<file path="config.mk">
export PLATFORM = sky130hd
export DESIGN_NAME = wdog_stage_timer
export DESIGN_NICKNAME = d
export VERILOG_FILES = /design/src/rtl/wdog_pkg.sv /design/src/rtl/wdog_prescaler.sv /design/src/rtl/wdog_downcount.sv /design/src/rtl/wdog_escalate.sv /design/src/rtl/wdog_stage_timer.sv
export SDC_FILE = /design/constraint.sdc
export NUM_CORES = 1
export LEC_CHECK = 0
export ABC_AREA = 1
export ABC_CLOCK_PERIOD_IN_PS = 3100
export BUFFER_PORTS_ARGS = -buffer_cell sky130_fd_sc_hd__buf_2
export CAP_MARGIN = 15
export CORE_MARGIN = 8
export CORE_UTILIZATION = 30
export CTS_CLUSTER_DIAMETER = 120
export DETAILED_ROUTE_END_ITERATION = 6
export HOLD_SLACK_MARGIN = 0.15
export PLACE_DENSITY_LB_ADDON = 0.12
export REMOVE_ABC_BUFFERS = 1
export SLEW_MARGIN = 40
export SYNTH_ARGS = -nofsm -noshare
export SYNTH_HDL_FRONTEND = slang
export SYNTH_SLANG_ARGS = --single-unit
</file>
<file path="constraint.sdc">
create_clock -name clk -period 3.1 [get_ports clk]
set_input_delay 0.31 -clock clk [delete_from_list [all_inputs] [get_ports clk]]
set_output_delay 0.31 -clock clk [all_outputs]
set_load 0.1 [all_outputs]
</file>
<file path="src/rtl/wdog_pkg.sv">
package wdog_pkg;

    // Escalation stages. A mode value names the last stage it allows.
    typedef enum logic [1:0] {
        STG_WATCH = 2'd0,
        STG_IRQ   = 2'd1,
        STG_NMI   = 2'd2,
        STG_RESET = 2'd3
    } wdog_stage_e;

    localparam int unsigned MODE_W       = 2;
    localparam int unsigned DIV_SEL_W    = 2;
    localparam int unsigned DIV_SEL_MAX  = 2;
    localparam int unsigned DIV_OPTIONS  = 1 << DIV_SEL_W;

endpackage

</file>
<file path="src/rtl/wdog_prescaler.sv">
module wdog_prescaler
    import wdog_pkg::*;
#(
    parameter int unsigned BASE_LOG2 = 8,
    localparam int unsigned PRE_W = BASE_LOG2 + DIV_SEL_MAX
) (
    input  logic                 clk,
    input  logic                 rst_n,
    input  logic                 run_i,
    input  logic                 clear_i,
    input  logic [DIV_SEL_W-1:0] sel_i,
    output logic                 tick_o
);

    typedef struct packed {
        logic [PRE_W-1:0] acc;
    } pre_state_t;

    pre_state_t       pre_d, pre_q;
    logic [PRE_W-1:0] limit_opt [DIV_OPTIONS];
    logic [PRE_W-1:0] limit;

    // Terminal values per select code; codes above the largest divider reuse it.
    generate
        for (genvar g = 0; g < int'(DIV_OPTIONS); g++) begin : g_limit
            localparam int unsigned SH =
                BASE_LOG2 + ((g > int'(DIV_SEL_MAX)) ? DIV_SEL_MAX : g);
            localparam int unsigned LIM = (1 << SH) - 1;
            assign limit_opt[g] = PRE_W'(LIM);
        end
    endgenerate

    assign limit = limit_opt[sel_i];

    always_comb begin
        pre_d  = pre_q;
        tick_o = 1'b0;
        if (clear_i || !run_i) begin
            pre_d.acc = '0;
        end else if (pre_q.acc == limit) begin
            pre_d.acc = '0;
            tick_o    = 1'b1;
        end else begin
            pre_d.acc = pre_q.acc + PRE_W'(1);
        end
    end

    always_ff @(posedge clk or negedge rst_n) begin
        if (!rst_n) pre_q <= '0;
        else        pre_q <= pre_d;
    end

endmodule

</file>
<file path="src/rtl/wdog_downcount.sv">
module wdog_downcount #(
    parameter int unsigned LEN_W  = 16,
    parameter int unsigned FRAC_W = 8,
    localparam int unsigned CNT_W = LEN_W + FRAC_W
) (
    input  logic             clk,
    input  logic             rst_n,
    input  logic             load_i,
    input  logic [LEN_W-1:0] len_i,
    input  logic             tick_i,
    output logic [CNT_W-1:0] count_o,
    output logic             expire_o
);

    typedef struct packed {
        logic [CNT_W-1:0] cnt;
    } cnt_state_t;

    cnt_state_t       cnt_d, cnt_q;
    logic [CNT_W-1:0] full_val;

    // Length fills the upper bits; the fraction always restarts from zero.
    assign full_val = {len_i, {FRAC_W{1'b0}}};

    always_comb begin
        cnt_d    = cnt_q;
        expire_o = 1'b0;
        if (load_i) begin
            cnt_d.cnt = full_val;
        end else if (tick_i) begin
            if (cnt_q.cnt <= CNT_W'(1)) begin
                cnt_d.cnt = full_val;
                expire_o  = 1'b1;
            end else begin
                cnt_d.cnt = cnt_q.cnt - CNT_W'(1);
            end
        end
    end

    always_ff @(posedge clk or negedge rst_n) begin
        if (!rst_n) cnt_q <= '0;
        else        cnt_q <= cnt_d;
    end

    assign count_o = cnt_q.cnt;

endmodule

</file>
<file path="src/rtl/wdog_escalate.sv">
module wdog_escalate
    import wdog_pkg::*;
(
    input  logic              clk,
    input  logic              rst_n,
    input  logic              clear_i,
    input  logic [MODE_W-1:0] mode_i,
    input  logic              expire_i,
    output wdog_stage_e       stage_o
);

    typedef struct packed {
        wdog_stage_e stage;
    } esc_state_t;

    esc_state_t esc_d, esc_q;

    always_comb begin
        esc_d = esc_q;
        if (clear_i || (mode_i == '0)) begin
            esc_d.stage = STG_WATCH;
        end else if (expire_i && (MODE_W'(esc_q.stage) < mode_i)) begin
            esc_d.stage = wdog_stage_e'(MODE_W'(esc_q.stage) + MODE_W'(1));
        end
    end

    always_ff @(posedge clk or negedge rst_n) begin
        if (!rst_n) esc_q <= '{stage: STG_WATCH};
        else        esc_q <= esc_d;
    end

    assign stage_o = esc_q.stage;

endmodule

</file>
<file path="src/rtl/wdog_stage_timer.sv">
module wdog_stage_timer
    import wdog_pkg::*;
#(
    parameter int unsigned LEN_W     = 16,
    parameter int unsigned FRAC_W    = 8,
    parameter int unsigned BASE_LOG2 = 8,
    localparam int unsigned CNT_W    = LEN_W + FRAC_W
) (
    input  logic                 clk,
    input  logic                 rst_n,
    input  logic                 cfg_we,
    input  logic [LEN_W-1:0]     cfg_len,
    input  logic [MODE_W-1:0]    cfg_mode,
    input  logic [DIV_SEL_W-1:0] cfg_div,
    input  logic                 poke,
    output logic [CNT_W-1:0]     count_o,
    output logic                 irq_o,
    output logic                 nmi_o,
    output logic                 srst_o
);

    typedef struct packed {
        logic [LEN_W-1:0]     len;
        logic [MODE_W-1:0]    mode;
        logic [DIV_SEL_W-1:0] div;
    } cfg_t;

    cfg_t        cfg_d, cfg_q;
    logic        reload;
    logic        armed;
    logic        tick;
    logic        expire;
    wdog_stage_e stage;

    always_comb begin
        cfg_d = cfg_q;
        if (cfg_we) begin
            cfg_d.len  = cfg_len;
            cfg_d.mode = cfg_mode;
            cfg_d.div  = cfg_div;
        end
    end

    always_ff @(posedge clk or negedge rst_n) begin
        if (!rst_n) cfg_q <= '0;
        else        cfg_q <= cfg_d;
    end

    // A configuration write restarts the period just like a poke.
    assign reload = cfg_we | poke;
    assign armed  = (cfg_q.mode != '0);

    wdog_prescaler #(
        .BASE_LOG2 (BASE_LOG2)
    ) u_pre (
        .clk     (clk),
        .rst_n   (rst_n),
        .run_i   (armed),
        .clear_i (reload),
        .sel_i   (cfg_q.div),
        .tick_o  (tick)
    );

    // cfg_d.len carries the fresh length when a write coincides with a poke.
    wdog_downcount #(
        .LEN_W  (LEN_W),
        .FRAC_W (FRAC_W)
    ) u_cnt (
        .clk      (clk),
        .rst_n    (rst_n),
        .load_i   (reload),
        .len_i    (cfg_d.len),
        .tick_i   (tick),
        .count_o  (count_o),
        .expire_o (expire)
    );

    wdog_escalate u_esc (
        .clk      (clk),
        .rst_n    (rst_n),
        .clear_i  (reload),
        .mode_i   (cfg_q.mode),
        .expire_i (expire),
        .stage_o  (stage)
    );

    assign irq_o  = (stage != STG_WATCH);
    assign nmi_o  = (stage == STG_NMI) || (stage == STG_RESET);
    assign srst_o = (stage == STG_RESET);

endmodule

</file>
### Yosys cells after proc, flatten, opt, wreduce, memory -nomap -nowiden

Index checks and enable logic that the tools add are counted.

* add/sub/neg operators: 3
* multiply operators: 0
* div/mod/pow operators: 0
* $lt $le $gt $ge: 3
* equality and inequality tests: 3
* shift-type cells: 0
* mux-type cells: 16
* bitwise operators: 2
* reduce and logical (&&, ||, !) cells: 10

Operators with widths (number)
* $mux W24: 3
* $mux W10: 4
* $le A24 B1 Y1 const B: 1
* $sub A24 B1 Y24 const B: 1
* $bmux W10 S2: 1
* $mux W20: 1
* $add A10 B1 Y10 const B: 1
* $eq A10 B10 Y1: 1
* $reduce_bool A2 Y1: 4
* $mux W1: 5
* $eq A2 B2 Y1 const B: 2
* $mux W2: 2
* $ge A3 B3 Y1 const B: 1
* $logic_or A1 B1 Y1: 3
* $not A2 Y3: 1
* $add A2 B1 Y2 const B: 1
* $logic_not A2 Y1: 1
* $lt A2 B2 Y1: 1
* $logic_and A1 B1 Y1: 1
* $logic_not A1 Y1: 1
* $or A1 B1 Y1: 1

* bits in registers: 56
* bits in latches: 0
* RAM bits: 0
* bits in read-only memories: 0
* bits of input ports: 24
* output and inout port bits: 27
* logic and storage cells: 43
* memories kept: 0

### Longest topological paths before layout

Gate-level depths: netlist of the first run.

* word-level depth: 12
* gate-level depth with buffers: 12
* gate-level depth less buffers: 11

### Cells and area by module

A second synthesis of the first run with hierarchy kept.

* cell total of the unflattened synthesis: 481
* area total of the unflattened synthesis: 3413.3 sq um

Modules (own cells, without submodules)
* wdog_downcount: instances 1, cells an instance 304, area each 1941.9 sq um, sequential area each 600.6 sq um
* wdog_stage_timer: instances 1, cells an instance 91, area each 797.0 sq um, sequential area each 500.5 sq um
* wdog_prescaler: instances 1, cells an instance 67, area each 533.0 sq um, sequential area each 250.2 sq um
* wdog_escalate: instances 1, cells an instance 19, area each 141.4 sq um, sequential area each 50.0 sq um

### Least setup slack after synthesis of the first run

Ideal clock, no wire load.

* kind: register -> register
* start: register u_cnt.cnt_q, in the netlist u_cnt.count_o[0]
* end: register u_cnt.cnt_q, in the netlist u_cnt.count_o[23]
* setup time: 0.120 ns
* arrival: 2.222 ns
* required time: 2.980 ns
* slack: 0.758 ns
* cell stages (with the launch flop): 12
* path buffers: 1
* period minus slack after synthesis: 2.342 ns
* cells stage by stage: dfrtp_1 > inv_1 > ha_1 > o21ai_0 > nor2_1 > nand3_2 > nand2_2 > inv_2 > buf_2 > nand3_1 > nand2_1 > nand2_1

* cells in the longest elaborated chain, start to end: 4
* elaborated cells on any way between the ends: 5
* those cells by class: 1 x add/sub; 1 x order compare; 3 x mux

Ends and longest elaborated chain
* from (decl): RTL line wdog_downcount.sv:19 `cnt_state_t cnt_d, cnt_q;`
* from (signal assigned): RTL line wdog_downcount.sv:42 `else cnt_q <= cnt_d;`
* $sub A24 B1 Y24 / $le A24 B1 Y1 (equally long branches): RTL line wdog_downcount.sv:35, wdog_downcount.sv:31
* $mux W24 *: RTL line wdog_downcount.sv:31 `if (cnt_q.cnt <= CNT_W'(1)) begin`
* $mux W24 *: RTL line wdog_downcount.sv:30 `end else if (tick_i) begin`
* $mux W24 *: RTL line wdog_downcount.sv:28 `if (load_i) begin`

Mark *: on every way between the ends. The rest lies on a longest branch, timed or not. The select of a mux whose other input is x is not followed.
A chain may end at the register's enable or synchronous reset.

### Worst setup path after layout of the first run

* start: register u_cnt.cnt_q, in the netlist u_cnt.count_o[0]
* end: register u_cnt.cnt_q, in the netlist u_cnt.count_o[16]

Same word-level chain as after synthesis.

==> impl_metrics.csv, run 1 <==
group,metric,value,unit
routing,drc,0,
synthesis,dominantRegCellSynth,"dfrtp_1",
layout,drive_gt1_frac,0.186,
routing,wl_per_cell,13.6,um
synthesis,yosys_warnings,0,
sta,max_slew_margin,0.568,
synthesis,yosys.area.top_type,"dfrtp_1",
synthesis,synthAdderAreaFrac,0.0266,
synthesis,yosys-mux-area-fraction,0,
layout,seq_area,1400,um2
synthesis,synth_top_cell_area_share,0.426,
synthesis,async_flop_share,1.00,
critical_path,worstSetupPathType,"register to register",
global_route,grt_overflow_total,0,
sta,layout_setup_ws,0.943,ns
synthesis,ys_types,28,
layout,utilization,0.357,
critical_path,crit_start,"u_cnt.count_o[0]$_DFFE_PN0P_",
synthesis,syn-cell-area,3290,um2
synthesis,yosys_register_bits,56,
clock_network,clkSlewWorstSetupHoldPaths,0.10,ns
sta,setup_viol,0,
global_route,grt_pass1_wl,15.2,mm
power_and_ir_drop,leakage,1.94,nW
sta,min_period_over_period,0.696,
layout,fin_area,3840,um2
layout,multi_input_area,1620,um2
clock_network,cts_tree,"built",
clock_network,numCtsBuffers,5,
place,postPlaceCellArea,3670,um2
synthesis,synthCells,454,
clock_network,cts-root-buf,"clkbuf_8",
synthesis,synthXorXnorAreaFrac,0.0426,
critical_path,r2r-end,"u_cnt.count_o[16]$_DFFE_PN0P_",
global_route,antenna_found_initial,0,
die,rows,38,
worst_hold_path,min_from,"cfg_div[1]",
routing,drt-pass1-iter-count,4,
critical_path,rrSetupSlack,0.94,ns
place,gp_congestion,0.891,
die,die_w,121,um
layout,nFillCells,1210,
synthesis,synth_edf_count,0,
routing,antenna_left,0,
run_status,outcome,"completed",
critical_path,end_kind,"register",
power_and_ir_drop,powerDensity,581,nW/um2
die,die_h,121,um
sta,clock-skew-final,0.00593,ns
sta,worst_pin_slew,0.647,ns
critical_path,worstPathMaxFanout,22,
critical_path,cp-start-kind,"register",
sta,drv_slew,0,
sta,fin_tns_setup,0,ns
routing,vias_per_cell,4.56,
global_route,grt_pass1_vias,3037,
synthesis,synth_area_leaders,"dfrtp_1 43%, nand2_1 15%, nor2_1 7.1%, inv_1 5.6%, nand3_1 5.2%",
place,hpwl,6.71,mm
critical_path,r2r-start,"u_cnt.count_o[0]$_DFFE_PN0P_",
routing,num_vias,2938,
clock_network,cts_setup_buffers,0,
sta,finalHoldViolCount,0,
sta,timing.final.crit_period,2.16,ns
clock_network,htreeDepth,2,
critical_path,crit_path_end,"u_cnt.count_o[16]$_DFFE_PN0P_",
clock_network,clockBufferDepth,2,
synthesis,synth_most_common_cell,"nand2_1",
worst_hold_path,min_path_type,"input pin to register",
critical_path,worst_ep_arrival_time,2.41,ns
critical_path,rr_worst_depth,10,
global_route,grt_max_degree,48,
place,pre_cts_ws,0.910,ns
synthesis,synth-compound-area-share,0.0552,
sta,fmax,464,MHz
routing,drt_wl_total,8.76,mm
layout,nNetsFinal,535,
synthesis,synth_top_family_by_area,"simple AND/OR/NAND/NOR gates",
sta,rsz0062_at_grt,"no",
synthesis,syn_area_per_cell,7.24,um2
synthesis,yosys.area_share.simple,0.369,
synthesis,netlist_top_cells_count,"133 x nand2_1, 62 x nor2_1, 56 x dfrtp_1",
critical_path,required,3.35,ns
layout,diodes,0,
routing,initialDrtViolationCount,206,
global_route,grt_usage,0.127,
die,start_util,0.306,
clock_network,insertion_delay,0.31,ns
die,boundaryPins,51,
job,maxCapViolCount,0,
place,portBuffers,50,
die,dieArea,14600,um2
power_and_ir_drop,peakVddDrop,202,uV
synthesis,yosysSeqAreaShare,0.426,
die,core_region_area,10700,um2
power_and_ir_drop,total_power,2.23,mW
clock_network,clock_sinks,56,
layout,area.growth.synth_to_final,16.7,%
[worst min-delay path by stage]
stage,depth (start not counted),endpoint,slack [ns]
floorplan,0,cfg_q[0]$_DFFE_PN0P_,0.01
global placement,2,cfg_q[11]$_DFF_PN0_,0.47
detailed placement,1,u_cnt.count_o[3]$_DFFE_PN0P_,0.37
CTS,3,cfg_q[1]$_DFFE_PN0P_,0.19
global route,3,cfg_q[1]$_DFFE_PN0P_,0.20
finish,3,cfg_q[1]$_DFFE_PN0P_,0.20
[power by group]
group / leakage [nW] / switching, mW / internal, mW
clock network: 0.0784 / 0.250 / 0.404
logic: 1.17 / 0.555 / 0.152
registers: 0.687 / 0.0760 / 0.794
[state kept, by name (all words and copies together), names as in the netlist]
register / flops
u_esc.stage_o: 2
u_cnt.count_o: 24
u_pre.pre_q: 10
cfg_q: 20
[logic make-up after synthesis]
kind of cell / Yosys count
XOR/XNOR: 16
AO/OA/AOI/OAI: 35
AND/OR/NAND/NOR: 277
flip-flops: 56
buffers and inverters: 63
adder cells (fa/ha/maj): 7
[per-layer routing]
layer | part of all wire | vias to the layer above | GRT usage
met5 | 0 | - | 0
met4 | 0.012 | 0 | 0.0336
met3 | 0.038 | 7 | 0.0224
met2 | 0.46 | 56 | 0.210
met1 | 0.49 | 1360 | 0.168
li1 | - | 1515 | -
[timing repair]
action / 4_1_cts / 5_1_grt
gates resized for setup: 0 / 0
hold endpoints to repair: 46 / 0
hold buffers: 1 / 0
setup endpoints to repair: 0 / 0
[layout make-up]
cell class / count / share of cell area
repair buffers: 54 / 0.0743
inverters: 52 / 0.0508
well taps: 140 / 0.0456
multi-input cells: 335 / 0.423
flip-flops and latches: 56 / 0.365
clock buffers: 5 / 0.0179
clock inverters: 3 / 0.0235
[worst max-delay path, stage by stage (launching register included)]
cell and delay [ns]:
dfrtp_1 0.41, inv_1 0.13, ha_1 0.27, o21ai_0 0.12
nor2_1 0.13, nand3_2 0.15, nand2_2 0.41, inv_2 0.22
nand2_1 0.13, nand3_1 0.07, nand2_1 0.06
[per-stage QoR]
step / hold WS, ns / std cells
floorplan: 0.0144 / 443
global placement: 0.474 / 636
detailed placement: 0.372 / 636
CTS: 0.188 / 645
global route: 0.205 / 645
finish: 0.197 / 645
[layout by cell type (no fill, tap or decap), types with 6 or more instances in the layout]
cell type / n
inv_1: 49
buf_2: 49
nand2_1: 133
dfrtp_1: 56
nand3_1: 34
xor2_1: 11
ha_1: 7
nand4_1: 10
or2_2: 17
o21ai_0: 23
o21ai_1: 6
nor2_1: 62
(Power assumes the default switching activity.)
==> run 2, diff against run 1 <==
--- a/config.mk
+++ b/config.mk
@@ -6,7 +6,7 @@
 export NUM_CORES = 1
 export LEC_CHECK = 0
 export ABC_AREA = 1
-export ABC_CLOCK_PERIOD_IN_PS = 3100
+export ABC_CLOCK_PERIOD_IN_PS = 2000
 export BUFFER_PORTS_ARGS = -buffer_cell sky130_fd_sc_hd__buf_2
 export CAP_MARGIN = 15
 export CORE_MARGIN = 8
==> constraint.sdc (replaced) <==
create_clock -name clk -period 2 [get_ports clk]
set_input_delay 0.2 -clock clk [delete_from_list [all_inputs] [get_ports clk]]
set_output_delay 0.2 -clock clk [all_outputs]
set_load 0.1 [all_outputs]
==> impl_metrics.csv, run 2 (synthesis results as in run 1) <==
group,metric,value,unit
layout,nNetsFinal,552,
layout,utilization,0.371,
layout,most-common-layout-cells,"133 x nand2_1, 62 x nor2_1, 56 x dfrtp_1, 50 x buf_2, 48 x inv_1",
sta,clock-skew-final,0.0107,ns
critical_path,worstPathMaxFanout,10,
critical_path,required,2.22,ns
layout,fin_area,3990,um2
sta,fin_tns_setup,0,ns
global_route,grt_pass1_vias,3006,
routing,drt-pass1-iter-count,4,
layout,seq_area,1400,um2
layout,area.growth.synth_to_final,21.3,%
die,core_region_area,10700,um2
clock_network,numCtsBuffers,5,
clock_network,clockBufferDepth,2,
sta,worst_pin_slew,0.606,ns
power_and_ir_drop,pwr-share-clk,0.240,
layout,drive_gt1_frac,0.207,
sta,timing.final.crit_period,1.84,ns
global_route,grt_overflow_total,0,
critical_path,cp_slowest_cell,"dfrtp_1",
die,die_h,121,um
critical_path,critPathMaxStageDelay,0.41,ns
clock_network,cts-root-buf,"clkbuf_8",
routing,drc,0,
global_route,grt_max_degree,34,
place,hpwl,6.82,mm
sta,fmax,544,MHz
sta,min_period_over_period,0.918,
critical_path,critPathMostFrequentCell,"nand2_2",
place,gp_congestion,0.865,
power_and_ir_drop,p_switching,1.42,mW
routing,vias_per_cell,4.56,
die,dieArea,14600,um2
job,maxCapViolCount,0,
sta,setup_viol,0,
sta,finalHoldViolCount,0,
clock_network,clock_sinks,56,
die,die_w,121,um
routing,antenna_left,0,
power_and_ir_drop,seq_power_share,0.405,
critical_path,worst_ep_arrival_time,2.06,ns
layout,largest_reg_flops,24,
worst_hold_path,min_path_type,"input pin to register",
run_status,outcome,"completed",
clock_network,insertion_delay,0.33,ns
routing,num_vias,3017,
routing,initialDrtViolationCount,159,
global_route,antenna_found_initial,0,
global_route,grt_usage,0.131,
power_and_ir_drop,powerDensity,829,nW/um2
power_and_ir_drop,total_power,3.30,mW
power_and_ir_drop,swShare,0.429,
critical_path,end_kind,"register",
place,postPlaceCellArea,3750,um2
layout,multi_input_area,1650,um2
routing,wl_per_cell,13.9,um
sta,max_slew_margin,0.596,
clock_network,clkSlewWorstSetupHoldPaths,0.11,ns
power_and_ir_drop,leakage,1.99,nW
die,boundaryPins,51,
layout,diodes,0,
critical_path,path_buf_inv,1,
routing,drt_wl_total,9.22,mm
critical_path,worstSetupPathType,"register to register",
critical_path,cp-start-kind,"register",
die,start_util,0.306,
layout,nFillCells,1201,
layout,final_common_cell,"nand2_1",
place,portBuffers,50,
power_and_ir_drop,power.share.combinational,0.354,
sta,drv_slew,0,
critical_path,crit_chain,"ha_1, nand2_2, nor2_4, nand2_2, nor2_4, nand2_2, nand2_4, clkinvlp_4, nand2_1, o21ai_1",
die,rows,38,
clock_network,cts_tree,"built",
critical_path,path_delay_family,"simple AND/OR/NAND/NOR gates",
clock_network,htreeDepth,2,
global_route,grt_pass1_wl,15.2,mm
power_and_ir_drop,intPower,1.89,mW
sta,rsz0062_at_grt,"no",
power_and_ir_drop,peakVddDrop,347,uV
## run 2: changes by cell type in the layout (fill, tap and decap cells not counted), sizes merged
| cell | change |
|---|---|
| inv | -1 |
| clkinv | +2 |
| clkinvlp | +3 |
| bufinv | -2 |
| buf | +9 |
| dlygate4sd3 | +6 |
## run 2: what timing repair did
| action | 4_1_cts | 5_1_grt |
|---|---|---|
| gates resized for setup | 1 | 9 |
| hold endpoints to repair | 29 | 0 |
| buffers inserted | 0 | 0 |
| hold buffers | 7 | 0 |
| cloned | 0 | 2 |
| endpoints found under the setup margin | 4 | 22 |
## run 2: final timing paths
kind / start / to / slack, ns / cells after the start
worst max-delay path: u_pre.pre_q[0]$_DFF_PN0_ / u_cnt.count_o[20]$_DFFE_PN0P_ / 0.16 / 10
min in group asynchronous: rst_n / u_cnt.count_o[4]$_DFFE_PN0P_ / 0.40 / 2
max in group asynchronous: rst_n / u_cnt.count_o[17]$_DFFE_PN0P_ / 1.00 / 3
worst min register to register: cfg_q[11]$_DFF_PN0_ / cfg_q[11]$_DFF_PN0_ / 0.49 / 2
worst max register to register: u_pre.pre_q[0]$_DFF_PN0_ / u_cnt.count_o[20]$_DFFE_PN0P_ / 0.16 / 10
worst min-delay path: cfg_we / cfg_q[2]$_DFFE_PN0P_ / 0.18 / 3
## run 2: stage by stage
| step | setup slack (ns) | hold WS, ns | std cells |
|---|---|---|---|
| global route | 0.00375 | 0.185 | 662 |
| detailed placement | -0.0328 | 0.254 | 645 |
| finish | 0.163 | 0.175 | 662 |
| global placement | -0.0218 | 0.249 | 645 |
| CTS | 0.0164 | 0.163 | 660 |
| floorplan | -0.436 | -0.0956 | 443 |
## run 2: power by group through the flow
| stage | logic, mW | registers, mW | clock network, mW |
|---|---|---|---|
| finish | 1.17 | 1.34 | 0.795 |
| detailed placement | 1.15 | 1.36 | 0 |
| global route | 1.27 | 1.36 | 0.874 |
| CTS | 1.17 | 1.34 | 0.831 |
| global placement | 1.14 | 1.36 | 0 |
| floorplan | 0.403 | 1.80 | 0 |
## run 2: tightest hold or removal path, stage by stage
cell and delay [ns]:
buf_2 0.16, nand2_1 0.07, nand2_1 0.04
## run 2: metal layers
metal | vias to the layer above | GRT usage | wire length [um]
met5 | - | 0 | 0
met1 | 1406 | 0.173 | 4510
met4 | 0 | 0.0500 | 196
met2 | 49 | 0.207 | 4110
met3 | 9 | 0.0280 | 405
li1 | 1553 | - | -
## run 2: area by class of cell
| class | count | share of cell area |
|---|---|---|
| multi-input combinational | 335 | 0.415 |
| clock inverter | 3 | 0.0119 |
| timing repair inverter | 2 | 0.00377 |
| sequential | 56 | 0.351 |
| timing repair buffer | 69 | 0.107 |
| clock buffer | 5 | 0.0173 |
| inverter | 52 | 0.0499 |
| tap | 140 | 0.0439 |
==> run 3, diff against run 2 <==
--- a/config.mk
+++ b/config.mk
@@ -15,8 +15,7 @@
 export DETAILED_ROUTE_END_ITERATION = 6
 export HOLD_SLACK_MARGIN = 0.15
 export PLACE_DENSITY_LB_ADDON = 0.12
-export REMOVE_ABC_BUFFERS = 1
-export SLEW_MARGIN = 40
+export SLEW_MARGIN = 25
 export SYNTH_ARGS = -nofsm -noshare
 export SYNTH_HDL_FRONTEND = slang
 export SYNTH_SLANG_ARGS = --single-unit
==> impl_metrics.csv, run 3 (synthesis results as in run 1) <==
group,metric,value,unit
layout,most-common-layout-cells,"133 x nand2_1, 62 x nor2_1, 53 x dfrtp_1, 50 x buf_2, 47 x inv_1",
sta,worst_pin_slew,0.815,ns
worst_hold_path,min_path_type,"input pin to register",
place,gp_congestion,0.866,
sta,drv_slew,0,
critical_path,cp-start-kind,"register",
sta,timing.final.crit_period,1.84,ns
sta,clock-skew-final,0.0166,ns
place,dp.cells,647,
sta,fin_tns_setup,0,ns
power_and_ir_drop,powerDensity,817,nW/um2
die,die_w,121,um
clock_network,numCtsBuffers,5,
place,hpwl,7.18,mm
clock_network,clock_sinks,56,
global_route,grt_pass1_vias,3148,
clock_network,clkSlewWorstSetupHoldPaths,0.12,ns
layout,area.growth.synth_to_final,23.4,%
routing,wl_per_cell,14.3,um
sta,rsz0062_at_grt,"yes",
sta,finalHoldViolCount,0,
place,portBuffers,50,
layout,drive_gt1_frac,0.226,
routing,initialDrtViolationCount,118,
critical_path,worstPathMaxFanout,9,
clock_network,clockBufferDepth,2,
clock_network,cts_tree,"built",
place,postPlaceCellArea,3770,um2
layout,final_common_cell,"nand2_1",
critical_path,worst_ep_arrival_time,2.05,ns
layout,utilization,0.378,
global_route,antenna_found_initial,0,
die,boundaryPins,51,
power_and_ir_drop,peakVddDrop,391,uV
clock_network,insertion_delay,0.33,ns
routing,vias_per_cell,4.52,
critical_path,worstSetupPathType,"register to register",
die,core_region_area,10700,um2
die,dieArea,14600,um2
sta,min_period_over_period,0.918,
sta,fmax,544,MHz
job,maxCapViolCount,0,
clock_network,htreeDepth,2,
routing,drt_wl_total,9.57,mm
sta,max_slew_margin,0.457,
routing,antenna_left,0,
global_route,grt_pass1_wl,15.8,mm
die,start_util,0.306,
global_route,grt_max_degree,33,
routing,num_vias,3034,
layout,largest_reg_flops,24,
power_and_ir_drop,total_power,3.32,mW
die,rows,38,
layout,nFillCells,1211,
layout,diodes,0,
sta,setup_viol,0,
layout,fin_area,4060,um2
global_route,grt_overflow_total,0,
routing,drt-pass1-iter-count,4,
global_route,grt_usage,0.135,
synthesis,synth_nets,485,
routing,drc,0,
clock_network,cts-root-buf,"clkbuf_8",
layout,nNetsFinal,561,
critical_path,required,2.21,ns
power_and_ir_drop,leakage,2.02,nW
critical_path,end_kind,"register",
layout,fin_cells,671,
run_status,outcome,"completed",
die,die_h,121,um
-- run 3: power by group --
part / switching, mW / leakage (nW) / internal (mW)
combinational: 0.899 / 1.28 / 0.289
sequential: 0.117 / 0.683 / 1.23
clock: 0.400 / 0.0558 / 0.380
total: 1.42 / 2.02 / 1.90
-- run 3: area by class of cell --
cell class / instances / area [um2] / area share
tap: 140 / 175 / 0.0432
multi-input combinational: 335 / 1650 / 0.406
timing repair buffer: 78 / 494 / 0.122
clock inverter: 2 / 38.8 / 0.00956
timing repair inverter: 2 / 15.0 / 0.00370
inverter: 52 / 205 / 0.0506
clock buffer: 6 / 72.6 / 0.0179
sequential: 56 / 1410 / 0.347
-- run 3: timing repair --
| item | in CTS | in global routing |
|---|---|---|
| hold endpoints to repair | 35 | 0 |
| pin swaps | 0 | 1 |
| resized for setup | 3 | 9 |
| gates cloned | 0 | 2 |
| buffers inserted | 0 | 7 |
| hold buffers | 7 | 0 |
| setup endpoints to repair | 6 | 24 |
-- run 3: path summary, 6_finish.rpt --
| kind | cells after the start | endpoint | slack (ns) | startpoint |
|---|---|---|---|---|
| max in group asynchronous | 3 | cfg_q[8]$_DFF_PN0_ | 0.87 | rst_n |
| max | 10 | u_cnt.count_o[17]$_DFFE_PN0P_ | 0.16 | u_cnt.count_o[0]$_DFFE_PN0P_ |
| min | 4 | cfg_q[2]$_DFFE_PN0P_ | 0.22 | cfg_we |
| max reg2reg | 10 | u_cnt.count_o[17]$_DFFE_PN0P_ | 0.16 | u_cnt.count_o[0]$_DFFE_PN0P_ |
| min reg2reg | 2 | cfg_q[11]$_DFF_PN0_ | 0.49 | cfg_q[11]$_DFF_PN0_ |
| min in group asynchronous | 2 | u_cnt.count_o[0]$_DFFE_PN0P_ | 0.48 | rst_n |
-- run 3: stage by stage --
| stage | setup WS (ns) | hold slack (ns) |
|---|---|---|
| 3_5_place_dp | -0.133 | 0.341 |
| 2_1_floorplan | 0.00727 | -0.0956 |
| 6_report | 0.163 | 0.224 |
| 3_3_place_gp | -0.116 | 0.344 |
| 5_1_grt | -0.0216 | 0.225 |
| 4_1_cts | 0.00979 | 0.217 |
-- run 3: worst max-delay path, stage by stage (launching register included) --
cell	delay [ns]
dfrtp_4	0.46
clkinvlp_4	0.12
ha_4	0.20
o21ai_0	0.19
nor2_1	0.08
nand3_2	0.11
nand2_2	0.09
buf_6	0.15
buf_4	0.14
nor2_1	0.10
o21ai_1	0.07
-- run 3: per-layer routing --
layer | vias up | GRT usage | part of all wire
met5 | - | 0 | 0
met3 | 8 | 0.0298 | 0.042
li1 | 1570 | - | -
met1 | 1411 | 0.179 | 0.49
met4 | 0 | 0.0328 | 0.011
met2 | 45 | 0.218 | 0.45
